$ cat src/rtl/qseq_pkg.sv
package qseq_pkg;

  typedef struct packed {
    logic loop_en;
    logic err_ie;
    logic fin_ie;
    logic wrap_to;
    logic wrap_en;
  } qs_ctl_t;

  localparam int QS_CTL_W = $bits(qs_ctl_t);

  typedef enum logic [1:0] {
    QS_IDLE  = 2'd0,
    QS_ISSUE = 2'd1,
    QS_WAIT  = 2'd2
  } qs_state_e;

  localparam int QS_NFLAGS = 3;

endpackage

$ cat src/rtl/qseq_cfg.sv
module qseq_cfg #(
  parameter int CFG_W = 13
) (
  input  logic             clk,
  input  logic             rst_n,
  input  logic             wr,
  input  logic [CFG_W-1:0] wdata,
  input  logic             xfer_busy,
  output logic [CFG_W-1:0] act
);

  logic [CFG_W-1:0] hold_q, hold_d;
  logic [CFG_W-1:0] act_q, act_d;

  always_comb begin
    hold_d = hold_q;
    if (wr) hold_d = wdata;
    act_d = act_q;
    if (!xfer_busy) act_d = hold_q;
  end

  always_ff @(posedge clk or negedge rst_n) begin
    if (!rst_n) begin
      hold_q <= '0;
      act_q  <= '0;
    end else begin
      hold_q <= hold_d;
      act_q  <= act_d;
    end
  end

  assign act = act_q;

  AST_ACT_FROZEN: assert property (@(posedge clk) disable iff (!rst_n)
    (xfer_busy && $past(xfer_busy)) |-> $stable(act_q));

endmodule

$ cat src/rtl/qseq_shift.sv
module qseq_shift #(
  parameter int DW = 8
) (
  input  logic          clk,
  input  logic          rst_n,
  input  logic          start,
  input  logic          abort,
  input  logic          loop_en,
  input  logic [DW-1:0] tx_data,
  input  logic          sdi,
  output logic          sdo,
  output logic          busy,
  output logic          done,
  output logic [DW-1:0] rx_data
);

  localparam int CNT_W = (DW > 1) ? $clog2(DW) : 1;
  localparam logic [CNT_W-1:0] LAST = CNT_W'(DW - 1);

  logic [DW-1:0]    sh_q, sh_d;
  logic [DW-1:0]    rx_q, rx_d;
  logic [CNT_W-1:0] cnt_q, cnt_d;
  logic             busy_q, busy_d;
  logic             done_q, done_d;
  logic             in_bit;
  logic [DW-1:0]    sh_next;

  assign in_bit  = loop_en ? sh_q[DW-1] : sdi;
  assign sh_next = {sh_q[DW-2:0], in_bit};

  always_comb begin
    sh_d   = sh_q;
    rx_d   = rx_q;
    cnt_d  = cnt_q;
    busy_d = busy_q;
    done_d = 1'b0;
    if (abort) begin
      busy_d = 1'b0;
      cnt_d  = '0;
    end else if (busy_q) begin
      sh_d  = sh_next;
      cnt_d = cnt_q + 1'b1;
      if (cnt_q == LAST) begin
        busy_d = 1'b0;
        done_d = 1'b1;
        rx_d   = sh_next;
        cnt_d  = '0;
      end
    end else if (start) begin
      sh_d   = tx_data;
      cnt_d  = '0;
      busy_d = 1'b1;
    end
  end

  always_ff @(posedge clk or negedge rst_n) begin
    if (!rst_n) begin
      sh_q   <= '0;
      rx_q   <= '0;
      cnt_q  <= '0;
      busy_q <= 1'b0;
      done_q <= 1'b0;
    end else begin
      sh_q   <= sh_d;
      rx_q   <= rx_d;
      cnt_q  <= cnt_d;
      busy_q <= busy_d;
      done_q <= done_d;
    end
  end

  assign sdo     = sh_q[DW-1];
  assign busy    = busy_q;
  assign done    = done_q;
  assign rx_data = rx_q;

  AST_DONE_AFTER_BUSY: assert property (@(posedge clk) disable iff (!rst_n)
    done |-> (!busy && $past(busy)));

  AST_DONE_PULSE: assert property (@(posedge clk) disable iff (!rst_n)
    done |=> !done);

endmodule

$ cat src/rtl/qseq_ctrl.sv
module qseq_ctrl
  import qseq_pkg::*;
#(
  parameter int PTR_W = 4
) (
  input  logic             clk,
  input  logic             rst_n,
  input  logic [PTR_W-1:0] start_ptr,
  input  logic [PTR_W-1:0] end_ptr,
  input  logic             wrap_en,
  input  logic             wrap_to,
  input  logic             go,
  input  logic             halt_req,
  input  logic             mode_fault,
  input  logic             xfer_done,
  output logic             xfer_req,
  output logic [PTR_W-1:0] cur_ptr,
  output logic             busy,
  output logic             fin_evt,
  output logic             halt_evt,
  output logic             modf_evt
);

  qs_state_e        state_q, state_d;
  logic [PTR_W-1:0] ptr_q, ptr_d;
  logic             hpend_q, hpend_d;
  logic             stop_now;

  assign stop_now = hpend_q || halt_req;

  always_comb begin
    state_d  = state_q;
    ptr_d    = ptr_q;
    hpend_d  = hpend_q;
    fin_evt  = 1'b0;
    halt_evt = 1'b0;
    modf_evt = mode_fault;
    if (state_q != QS_IDLE && halt_req) hpend_d = 1'b1;
    if (mode_fault) begin
      state_d = QS_IDLE;
      hpend_d = 1'b0;
    end else begin
      case (state_q)
        QS_IDLE: begin
          hpend_d = 1'b0;
          if (go) begin
            ptr_d   = start_ptr;
            state_d = QS_ISSUE;
          end
        end
        QS_ISSUE: state_d = QS_WAIT;
        QS_WAIT: begin
          if (xfer_done) begin
            if (stop_now) begin
              halt_evt = 1'b1;
              hpend_d  = 1'b0;
              state_d  = QS_IDLE;
            end else if (ptr_q == end_ptr) begin
              fin_evt = 1'b1;
              if (wrap_en) begin
                ptr_d   = wrap_to ? start_ptr : '0;
                state_d = QS_ISSUE;
              end else begin
                state_d = QS_IDLE;
              end
            end else begin
              ptr_d   = ptr_q + 1'b1;
              state_d = QS_ISSUE;
            end
          end
        end
        default: state_d = QS_IDLE;
      endcase
    end
  end

  always_ff @(posedge clk or negedge rst_n) begin
    if (!rst_n) begin
      state_q <= QS_IDLE;
      ptr_q   <= '0;
      hpend_q <= 1'b0;
    end else begin
      state_q <= state_d;
      ptr_q   <= ptr_d;
      hpend_q <= hpend_d;
    end
  end

  assign xfer_req = (state_q == QS_ISSUE);
  assign cur_ptr  = ptr_q;
  assign busy     = (state_q != QS_IDLE);

  AST_ONE_ISSUE: assert property (@(posedge clk) disable iff (!rst_n)
    xfer_req |=> !xfer_req);

  AST_STOP_AT_END: assert property (@(posedge clk) disable iff (!rst_n)
    (fin_evt && !wrap_en) |=> !busy);

  AST_WRAP_ZERO: assert property (@(posedge clk) disable iff (!rst_n)
    (fin_evt && wrap_en && !wrap_to) |=> (cur_ptr == '0 && busy));

  AST_WRAP_START: assert property (@(posedge clk) disable iff (!rst_n)
    (fin_evt && wrap_en && wrap_to) |=> (cur_ptr == $past(start_ptr)));

  AST_HALT_STOP: assert property (@(posedge clk) disable iff (!rst_n)
    halt_evt |=> !busy);

  AST_FAULT_ABORT: assert property (@(posedge clk) disable iff (!rst_n)
    mode_fault |=> !busy);

endmodule

$ cat src/rtl/qseq_flags.sv
module qseq_flags
  import qseq_pkg::*;
(
  input  logic                 clk,
  input  logic                 rst_n,
  input  logic                 fin_evt,
  input  logic                 halt_evt,
  input  logic                 modf_evt,
  input  logic                 clr_wr,
  input  logic [QS_NFLAGS-1:0] clr_mask,
  input  logic                 fin_ie,
  input  logic                 err_ie,
  output logic [QS_NFLAGS-1:0] flags,
  output logic                 irq
);

  logic [QS_NFLAGS-1:0] set_v;
  logic [QS_NFLAGS-1:0] flg_q, flg_d;

  assign set_v = {modf_evt, halt_evt, fin_evt};

  for (genvar i = 0; i < QS_NFLAGS; i++) begin : g_flag
    always_comb begin
      flg_d[i] = flg_q[i];
      if (clr_wr && clr_mask[i]) flg_d[i] = 1'b0;
      if (set_v[i])              flg_d[i] = 1'b1;
    end

    always_ff @(posedge clk or negedge rst_n) begin
      if (!rst_n) flg_q[i] <= 1'b0;
      else        flg_q[i] <= flg_d[i];
    end

    AST_FLAG_STICKY: assert property (@(posedge clk) disable iff (!rst_n)
      (flg_q[i] && !(clr_wr && clr_mask[i])) |=> flg_q[i]);
  end

  assign flags = flg_q;
  assign irq   = (flg_q[0] && fin_ie) || ((flg_q[1] || flg_q[2]) && err_ie);

  AST_IRQ_MASKED: assert property (@(posedge clk) disable iff (!rst_n)
    (!fin_ie && !err_ie) |-> !irq);

endmodule

$ cat src/rtl/qseq_top.sv
module qseq_top
  import qseq_pkg::*;
#(
  parameter int PTR_W = 4,
  parameter int DW    = 8,
  localparam int CFG_W = 2 * PTR_W + QS_CTL_W
) (
  input  logic                 clk,
  input  logic                 rst_n,
  input  logic                 cfg_wr,
  input  logic [CFG_W-1:0]     cfg_wdata,
  output logic [CFG_W-1:0]     cfg_rdata,
  input  logic                 go,
  input  logic                 halt_req,
  input  logic                 mode_fault,
  input  logic                 clr_wr,
  input  logic [QS_NFLAGS-1:0] clr_mask,
  input  logic [DW-1:0]        tx_data,
  input  logic                 sdi,
  output logic                 sdo,
  output logic                 rx_valid,
  output logic [DW-1:0]        rx_data,
  output logic                 busy,
  output logic [PTR_W-1:0]     cur_ptr,
  output logic [QS_NFLAGS-1:0] flags,
  output logic                 irq
);

  logic [1:0]       rst_sync_q;
  logic             rst_s_n;
  logic [CFG_W-1:0] act;
  qs_ctl_t          ctl;
  logic [PTR_W-1:0] start_ptr, end_ptr;
  logic             xfer_req, xfer_busy, xfer_done;
  logic             fin_evt, halt_evt, modf_evt;

  always_ff @(posedge clk or negedge rst_n) begin
    if (!rst_n) rst_sync_q <= 2'b00;
    else        rst_sync_q <= {rst_sync_q[0], 1'b1};
  end
  assign rst_s_n = rst_sync_q[1];

  assign start_ptr = act[PTR_W-1:0];
  assign end_ptr   = act[2*PTR_W-1:PTR_W];
  assign ctl       = qs_ctl_t'(act[CFG_W-1:2*PTR_W]);

  qseq_cfg #(.CFG_W(CFG_W)) u_cfg (
    .clk(clk), .rst_n(rst_s_n), .wr(cfg_wr), .wdata(cfg_wdata),
    .xfer_busy(xfer_busy), .act(act)
  );

  qseq_ctrl #(.PTR_W(PTR_W)) u_ctrl (
    .clk(clk), .rst_n(rst_s_n), .start_ptr(start_ptr), .end_ptr(end_ptr),
    .wrap_en(ctl.wrap_en), .wrap_to(ctl.wrap_to), .go(go),
    .halt_req(halt_req), .mode_fault(mode_fault), .xfer_done(xfer_done),
    .xfer_req(xfer_req), .cur_ptr(cur_ptr), .busy(busy),
    .fin_evt(fin_evt), .halt_evt(halt_evt), .modf_evt(modf_evt)
  );

  qseq_shift #(.DW(DW)) u_shift (
    .clk(clk), .rst_n(rst_s_n), .start(xfer_req), .abort(mode_fault),
    .loop_en(ctl.loop_en), .tx_data(tx_data), .sdi(sdi), .sdo(sdo),
    .busy(xfer_busy), .done(xfer_done), .rx_data(rx_data)
  );

  qseq_flags u_flags (
    .clk(clk), .rst_n(rst_s_n), .fin_evt(fin_evt), .halt_evt(halt_evt),
    .modf_evt(modf_evt), .clr_wr(clr_wr), .clr_mask(clr_mask),
    .fin_ie(ctl.fin_ie), .err_ie(ctl.err_ie), .flags(flags), .irq(irq)
  );

  assign cfg_rdata = act;
  assign rx_valid  = xfer_done;

  AST_VALID_WHILE_BUSY: assert property (@(posedge clk) disable iff (!rst_s_n)
    rx_valid |-> busy);

endmodule

$ cat config.mk
export PLATFORM = sky130hd
export DESIGN_NAME = qseq_top
export DESIGN_NICKNAME = d
export VERILOG_FILES = /design/src/rtl/qseq_pkg.sv /design/src/rtl/qseq_cfg.sv /design/src/rtl/qseq_shift.sv /design/src/rtl/qseq_ctrl.sv /design/src/rtl/qseq_flags.sv /design/src/rtl/qseq_top.sv
export SDC_FILE = /design/constraint.sdc
export NUM_CORES = 1
export LEC_CHECK = 0
export BUFFER_PORTS_ARGS = -buffer_cell sky130_fd_sc_hd__buf_2
export CAP_MARGIN = 10
export CORE_MARGIN = 3
export CORE_UTILIZATION = 45
export CTS_CLUSTER_SIZE = 20
export DETAILED_ROUTE_END_ITERATION = 10
export HOLD_SLACK_MARGIN = 0.1
export PLACE_DENSITY = 0.81
export SLEW_MARGIN = 20
export SYNTH_ARGS = -nofsm -noshare
export SYNTH_HDL_FRONTEND = slang
export SYNTH_HIERARCHICAL = 1
export SYNTH_SLANG_ARGS = --single-unit
$ cat constraint.sdc
create_clock -name clk -period 1.9 [get_ports clk]
set_input_delay 0.38 -clock clk [delete_from_list [all_inputs] [get_ports clk]]
set_output_delay 0.38 -clock clk [all_outputs]
set_load 0.01 [all_outputs]
==> Flow_metrics.wiki, run 1 <==
{| class="wikitable"
! Metric !! Value
|-
| Status || complete, no violations
|-
| Number of antenna violations at the first check in global routing || 0
|-
| Slew at the pin closest to its max-slew limit || ~0.53 ns
|-
| Post-layout worst setup margin || 0.105 ns
|-
| Setup clock skew after layout || 0.00762 ns
|-
| First-pass detailed-route iteration total || 4
|-
| Post-route fraction of the period consumed by the critical path || 94.5%
|-
| Nets || about 310
|-
| Power density of the placed cells || roughly 970 mW/mm²
|-
| Final global-route overflow total || 0
|-
| Fraction of final layout cells with drive strength greater than 1 || roughly 45%
|-
| Max-cap violations || 0
|-
| Min Clock Period, post-route || 1.80 ns
|-
| Number of storage elements in the synthesis netlist || 59
|-
| Width of the chip || ~83 µm
|-
| Post-synthesis cell type count || 41
|-
| IO buf count || 63
|-
| Global router's overall resource usage || 16.8%
|-
| Wire per inst || 15.7 µm
|-
| Clock root cell || clkbuf_8
|-
| Area delta synth->final || 21.3%
|-
| Latest clock arrival within the worst-skew pair || roughly 0.33 ns
|-
| Class of the tightest hold or removal check || reg2async
|-
| Net count after synthesis || 234
|-
| Final setup violating endpoints || 0
|-
| Slew margin rel. || 64.7%
|-
| Placed Instance Area || 0.00305 mm²
|-
| Cells after Synth || 198
|-
| Setup TNS || 0 ns
|-
| Initial DRC Count || between 80 and 90
|-
| Worst EP arrival || 2.00 ns
|-
| Syn Area/Cell || 13.5 µm²
|-
| Drc violations || 0
|-
| CTS tree || built
|-
| Portion of the post-synthesis area used by sequential elements || 55.4%
|-
| Via count of the first global-routing pass || approximately 1900
|-
| Number of buffers inserted to repair setup after CTS || 0
|-
| Leading cell type in the layout, fill and taps excluded || buf_2
|-
| Worst-case setup slack after placement || approximately 0.14 ns
|-
| Unrepaired setup endpoints after global routing || no
|-
| Worst Setup End Kind || flop
|-
| Vias post-DR || ~1800
|-
| Final HPWL DP || 3980 µm
|-
| Timing-limited maximum frequency || 0.557 GHz
|-
| WL final || 5440 µm
|-
| Starting Density || 47.5%
|-
| DRT antenna net count || 0
|-
| Count of antenna diodes in the layout || 0
|-
| Cells taking the most area after synthesis || dfrtp_1, mux2_4, mux2_2, mux2i_1, o21ai_0
|-
| Startpoint class of the critical path || flop
|-
| Level count of the clock H-tree || 3
|-
| Number of buffers on the longest clock path || 2
|-
| Core Area || 0.00561 mm²
|-
| Number of primary I/O pins || 64
|-
| Row count || 27
|-
| Top cell type's share of synthesized area || 55.4%
|-
| Worst Hold Slack || 0.247 ns
|-
| Final count of pins violating max slew || 0
|-
| Post-synthesis cell type with the largest combined area || dfrtp_1
|-
| DIE AREA || 0.00688 mm²
|-
| Category of the critical setup timing path || reg2reg
|-
| Number of hold violations in the final report || 0
|-
| Routability Congestion || ~0.90
|-
| Largest fanout on the critical path || 7
|-
| Clock transition at the register clock pins on the worst setup and hold paths after CTS || roughly 0.070 ns
|-
| Number of resized instances in the post-cts repair step || 0
|-
| Filler cells || 466
|-
| Maximum number of pins on one net before global-route repair || 36
|-
| Clock net sink count || 59
|-
| Post-detailed-route via-to-cell ratio || ~5
|-
| Global-route wire length before repair || 9150 µm
|-
| WP data required || between 2 and 2.5 ns
|-
| Leading cell types in the layout, fill and taps excluded || buf_2, dfrtp_1, mux2_4, nand2_1, mux2_2
|-
| Max VDD drop || around 0.60 mV
|-
| Synth Cell Area || 0.00267 mm²
|-
| Warning count from the yosys run || 6
|-
| Die Y-Extent || 83.0 µm
|-
| Total CTS buffers || 9
|-
| Final std cell area, no fill || approximately 0.0032 mm²
|-
| Leakage || 0.00166 µW
|}
power by group:
group | total [µW] | leakage [µW] | internal, µW | switching, µW
clock | 989 | 0.0000920 | 530 | 458
combinational | 572 | 0.000836 | 293 | 279
sequential | 1580 | 0.000734 | 1410 | 163
total | 3140 | 0.00166 | 2240 | 900
cells in the mapped netlist (all sizes together):
master	number
and3	1
nor3b	2
clkbuf	1
inv	4
buf	5
nor4b	1
ha	4
a211oi	1
conb	1
o221ai	1
dfrtp	59
a21o	6
mux2	33
nor2b	4
o21bai	1
and4bb	1
nor2	11
or2	1
xor2	4
a21oi	7
a22oi	2
o22ai	1
nand3	2
mux2i	8
nand3b	1
nor3	2
nand2b	1
o21ai	13
and2b	1
o21ba	1
a221oi	1
nor4	2
a32oi	1
nand2	14
layer usage:
| layer | vias up | GRT usage (%) | part of all wire, % |
|---|---|---|---|
| met1 | 854 | 20.3 | 44 |
| met4 | 0 | 11.0 | 3.7 |
| met5 | - | 0 | 0 |
| met3 | 15 | 3.47 | 3.6 |
| met2 | 42 | 27.0 | 49 |
| li1 | 850 | - | - |
state kept, by name, indices dropped and copies added (netlist names):
signal           count
rst_sync_q           2
u_cfg/act           13
u_cfg/hold_q        13
u_ctrl/cur_ptr       4
u_ctrl/hpend_q       1
u_ctrl/state_q       2
u_flags/flags        3
u_shift/busy         1
u_shift/cnt_q        3
u_shift/done         1
u_shift/rx_data      8
u_shift/sh_q         8
layout make-up:
type	instances	area (µm²)	share of cell area, %
repair buffers	68	368	11.4
well taps	72	90.1	2.79
clock inverters	3	15.0	0.465
inverters	4	15.0	0.465
clock buffers	12	155	4.80
multi-input cells	129	1110	34.4
flip-flops and latches	59	1480	45.7
worst paths after layout:
path | from | end | slack, ns | cells after the start
worst min-delay path | rst_sync_q[1] | u_shift/rx_data[0] | 0.25 | 0
worst max-delay path | u_ctrl/cur_ptr[0] | u_ctrl/cur_ptr[1] | 0.10 | 5
worst max register to register | u_ctrl/cur_ptr[0] | u_ctrl/cur_ptr[1] | 0.10 | 5
min in group clk | cfg_wdata[12] | u_cfg/hold_q[12] | 0.28 | 2
worst min register to register | rst_sync_q[1] | u_shift/rx_data[0] | 0.25 | 0
max in group asynchronous | rst_sync_q[1] | u_cfg/act[5] | 1.08 | 1
cell families (layout without fill, tap and decap cells):
logic type	Yosys count	after routing	share of synthesized area (%)
AND/OR/NAND/NOR	44	44	9.44
adder cells (fa/ha/maj)	4	4	1.88
AO/OA/AOI/OAI	35	35	9.15
other	1	1	0.141
multiplexers	41	41	19.8
XOR/XNOR	4	4	1.31
flip-flops	59	59	55.4
buffers and inverters	10	87	2.91
stage by stage:
step / power [µW] / std cells / util (%)
finish: 3140 / 347 / 57.6
global route: 3310 / 347 / 57.6
CTS: 3180 / 347 / 57.6
detailed placement: 2170 / 331 / 54.4
global placement: 2140 / 331 / 54.4
floorplan: 1950 / 198 / -
critical path, stage by stage, from the launching register on:
cell and delay [ns]:
dfrtp_1 0.45, xor2_1 0.22, nor4_4 0.49, nor2_2 0.13
a221oi_2 0.31, nor2_1 0.08
repair_timing:
item,4_1_cts,5_1_grt
endpoints found under the setup margin,0,0
endpoints found under the hold margin,2,0
hold buffers,1,0
Note: power is estimated with default switching activity, not from simulation.
==> run 2, diff against run 1 <==
CORE_ASPECT_RATIO = 0.6   (was unset)
==> run 2 against run 1 <==
  * Via count rose by 5.3%
  * Flip-flop and latch count did not move
  * First-iteration DRC count rose by 82%
  * Final cell count rose by 3.5%
  * Die area rose by 0.44%
  * Clock power rose by 13%
  * Count of clock-buffer cells in the layout rose by 2
  * Setup slack improved by 0.069 ns
  * Sequential share of layout area fell by 0.66 points
  * Register-to-register slack improved by 0.07 ns
  * Highest routed layer unchanged
==> Flow_metrics.wiki, run 2 (synthesis results as in run 1) <==
{| class="wikitable"
! Metric !! Value
|-
| Status || complete, no violations
|-
| Final std cell area, no fill || 0.00328 mm² (+1.5%)
|-
| Final global-route overflow total || 0 (unchanged)
|-
| Max-cap violations || 0 (unchanged)
|-
| Worst EP arrival || 1.93 ns (-0.07 ns)
|-
| DRT antenna net count || 0 (unchanged)
|-
| Setup clock skew after layout || 0.00920 ns (+0.00158 ns)
|-
| Nets || 310 (+0.98%)
|-
| IO buf count || 63 (unchanged)
|-
| Clock transition at the register clock pins on the worst setup and hold paths after CTS || 0.07 ns (about the same)
|-
| Number of antenna violations at the first check in global routing || 0 (unchanged)
|-
| Max VDD drop || 0.548 mV (-8.3%)
|-
| Die Y-Extent || 65.6 µm (-21%)
|-
| Count of antenna diodes in the layout || 0 (unchanged)
|-
| Final setup violating endpoints || 0 (unchanged)
|-
| Worst-case setup slack after placement || 0.211 ns (+0.0715 ns)
|-
| Power density of the placed cells || 1010 mW/mm² (+3.8%)
|-
| Class of the tightest hold or removal check || reg2async
|-
| First-pass detailed-route iteration total || 4 (unchanged)
|-
| Total CTS buffers || 9 (unchanged)
|-
| Setup TNS || 0 ns (unchanged)
|-
| Routability Congestion || 0.833 (-7.8%)
|-
| Vias post-DR || 1854 (+5.3%)
|-
| Min Clock Period, post-route || 1.73 ns (-0.0687 ns)
|-
| WP data required || 2.11 ns (about the same)
|-
| Global-route wire length before repair || 9380 µm (+2.6%)
|-
| Area delta synth->final || 23.1%
|-
| Number of primary I/O pins || 64 (unchanged)
|-
| Number of resized instances in the post-cts repair step || 0 (unchanged)
|-
| Leakage || 0.00168 µW (+1.1%)
|-
| Final Power || 3310 µW (+5.4%)
|-
| Via count of the first global-routing pass || 1842 (-1.4%)
|-
| Clock root cell || clkbuf_8
|-
| Core Area || 0.00565 mm² (+0.74%)
|-
| Clock net sink count || 59 (unchanged)
|-
| Latest clock arrival within the worst-skew pair || 0.33 ns (about the same)
|-
| Row count || 21 (-22%)
|-
| Timing-limited maximum frequency || 0.579 GHz (+4.0%)
|-
| Maximum number of pins on one net before global-route repair || 23 (-36%)
|-
| Global router's overall resource usage || 17.9% (+1.1 points)
|-
| Number of hold violations in the final report || 0 (unchanged)
|-
| Placed Instance Area || 0.00307 mm² (+0.66%)
|-
| Width of the chip || 105 µm (+27%)
|-
| Filler cells || 471 (+1.1%)
|-
| WL final || 5830 µm (+7.0%)
|-
| Post-layout worst setup margin || 0.173 ns (+0.0687 ns)
|-
| Level count of the clock H-tree || 3 (unchanged)
|-
| Largest fanout on the critical path || 7 (unchanged)
|-
| Category of the critical setup timing path || reg2reg
|-
| Fraction of final layout cells with drive strength greater than 1 || 45.5% (+0.065 points)
|-
| Unrepaired setup endpoints after global routing || no
|-
| Wire per inst || 16.2 µm (+3.5%)
|-
| Number of buffers on the longest clock path || 2 (unchanged)
|-
| Post-detailed-route via-to-cell ratio || 5.16 (+1.8%)
|-
| CTS tree || built
|-
| Leading cell types in the layout, fill and taps excluded || buf_2, dfrtp_1, mux2_4, nand2_1, mux2_2
|-
| Startpoint class of the critical path || flop
|-
| Starting Density || 47.2% (-0.35 points)
|-
| Final count of pins violating max slew || 0 (unchanged)
|-
| Drc violations || 0 (unchanged)
|-
| DIE AREA || 0.00691 mm² (+0.44%)
|-
| Post-route fraction of the period consumed by the critical path || 90.9% (-3.6 points)
|-
| Worst Setup End Kind || flop
|-
| Initial DRC Count || 162 (+82%)
|-
| Leading cell type in the layout, fill and taps excluded || buf_2
|-
| Final HPWL DP || 4240 µm (+6.5%)
|}
-- run 2: cell count changes in the layout (fill, tap and decap cells not counted) --
cell	previous run	this run
buf_12	1	0
clkbuf_1	1	3
bufinv_16	0	1
buf_4	3	7
clkinv_2	3	1
-- run 2: repair_timing --
| action | 4_1_cts | 5_1_grt |
|---|---|---|
| buffers inserted | 0 | 0 |
| hold endpoints to repair | 2 | 0 |
| endpoints found under the setup margin | 0 | 0 |
| hold buffers | 1 | 0 |
-- run 2: metrics by stage --
step,hold WS (ns),util (%),std cells
CTS,0.248,58.1,359
global placement,0.167,54.4,342
global route,0.259,58.1,359
detailed placement,0.165,54.4,342
finish,0.232,58.1,359
floorplan,0.0844,-,198
-- run 2: where the power goes --
part	internal (µW)	total (µW)	leakage [µW]	switching (µW)
clock	677	1120	0.000101	448
combinational	300	611	0.000846	311
sequential	1410	1570	0.000734	156
-- run 2: path summary, 6_finish.rpt --
kind | startpoint | to | slack [ns] | cells after the start
setup / recovery | u_ctrl/cur_ptr[0] | u_ctrl/cur_ptr[1] | 0.17 | 5
hold / removal | rst_sync_q[1] | u_shift/sh_q[0] | 0.23 | 0
setup reg to reg | u_ctrl/cur_ptr[0] | u_ctrl/cur_ptr[1] | 0.17 | 5
hold reg to reg | rst_sync_q[1] | u_shift/sh_q[0] | 0.23 | 0
max in group asynchronous | rst_sync_q[1] | u_cfg/act[6] | 1.01 | 1
min in group clk | cfg_wdata[11] | u_cfg/hold_q[11] | 0.28 | 2
-- run 2: cell type report --
type | count | area (µm²) | share of cell area (%)
clock buffers | 14 | 163 | 4.96
clock inverters | 2 | 35.0 | 1.07
inverters | 4 | 15.0 | 0.458
multi-input cells | 129 | 1110 | 33.9
flip-flops and latches | 59 | 1480 | 45.1
well taps | 80 | 100 | 3.05
repair buffers | 71 | 378 | 11.5
-- run 2: layer usage --
layer	share of wire (%)	GRT usage, %	up-vias
li1	-	-	856
met1	45	23.7	912
met2	47	27.5	70
met3	5.6	5.99	16
met4	1.7	6.87	0
met5	0	0	-
-- run 2: worst max-delay path, cell delays in order (launching register included) --
cell and delay [ns]:
dfrtp_1 0.38, xor2_1 0.20, nor4_4 0.49, nor2_2 0.13
a221oi_2 0.33, nor2_1 0.08
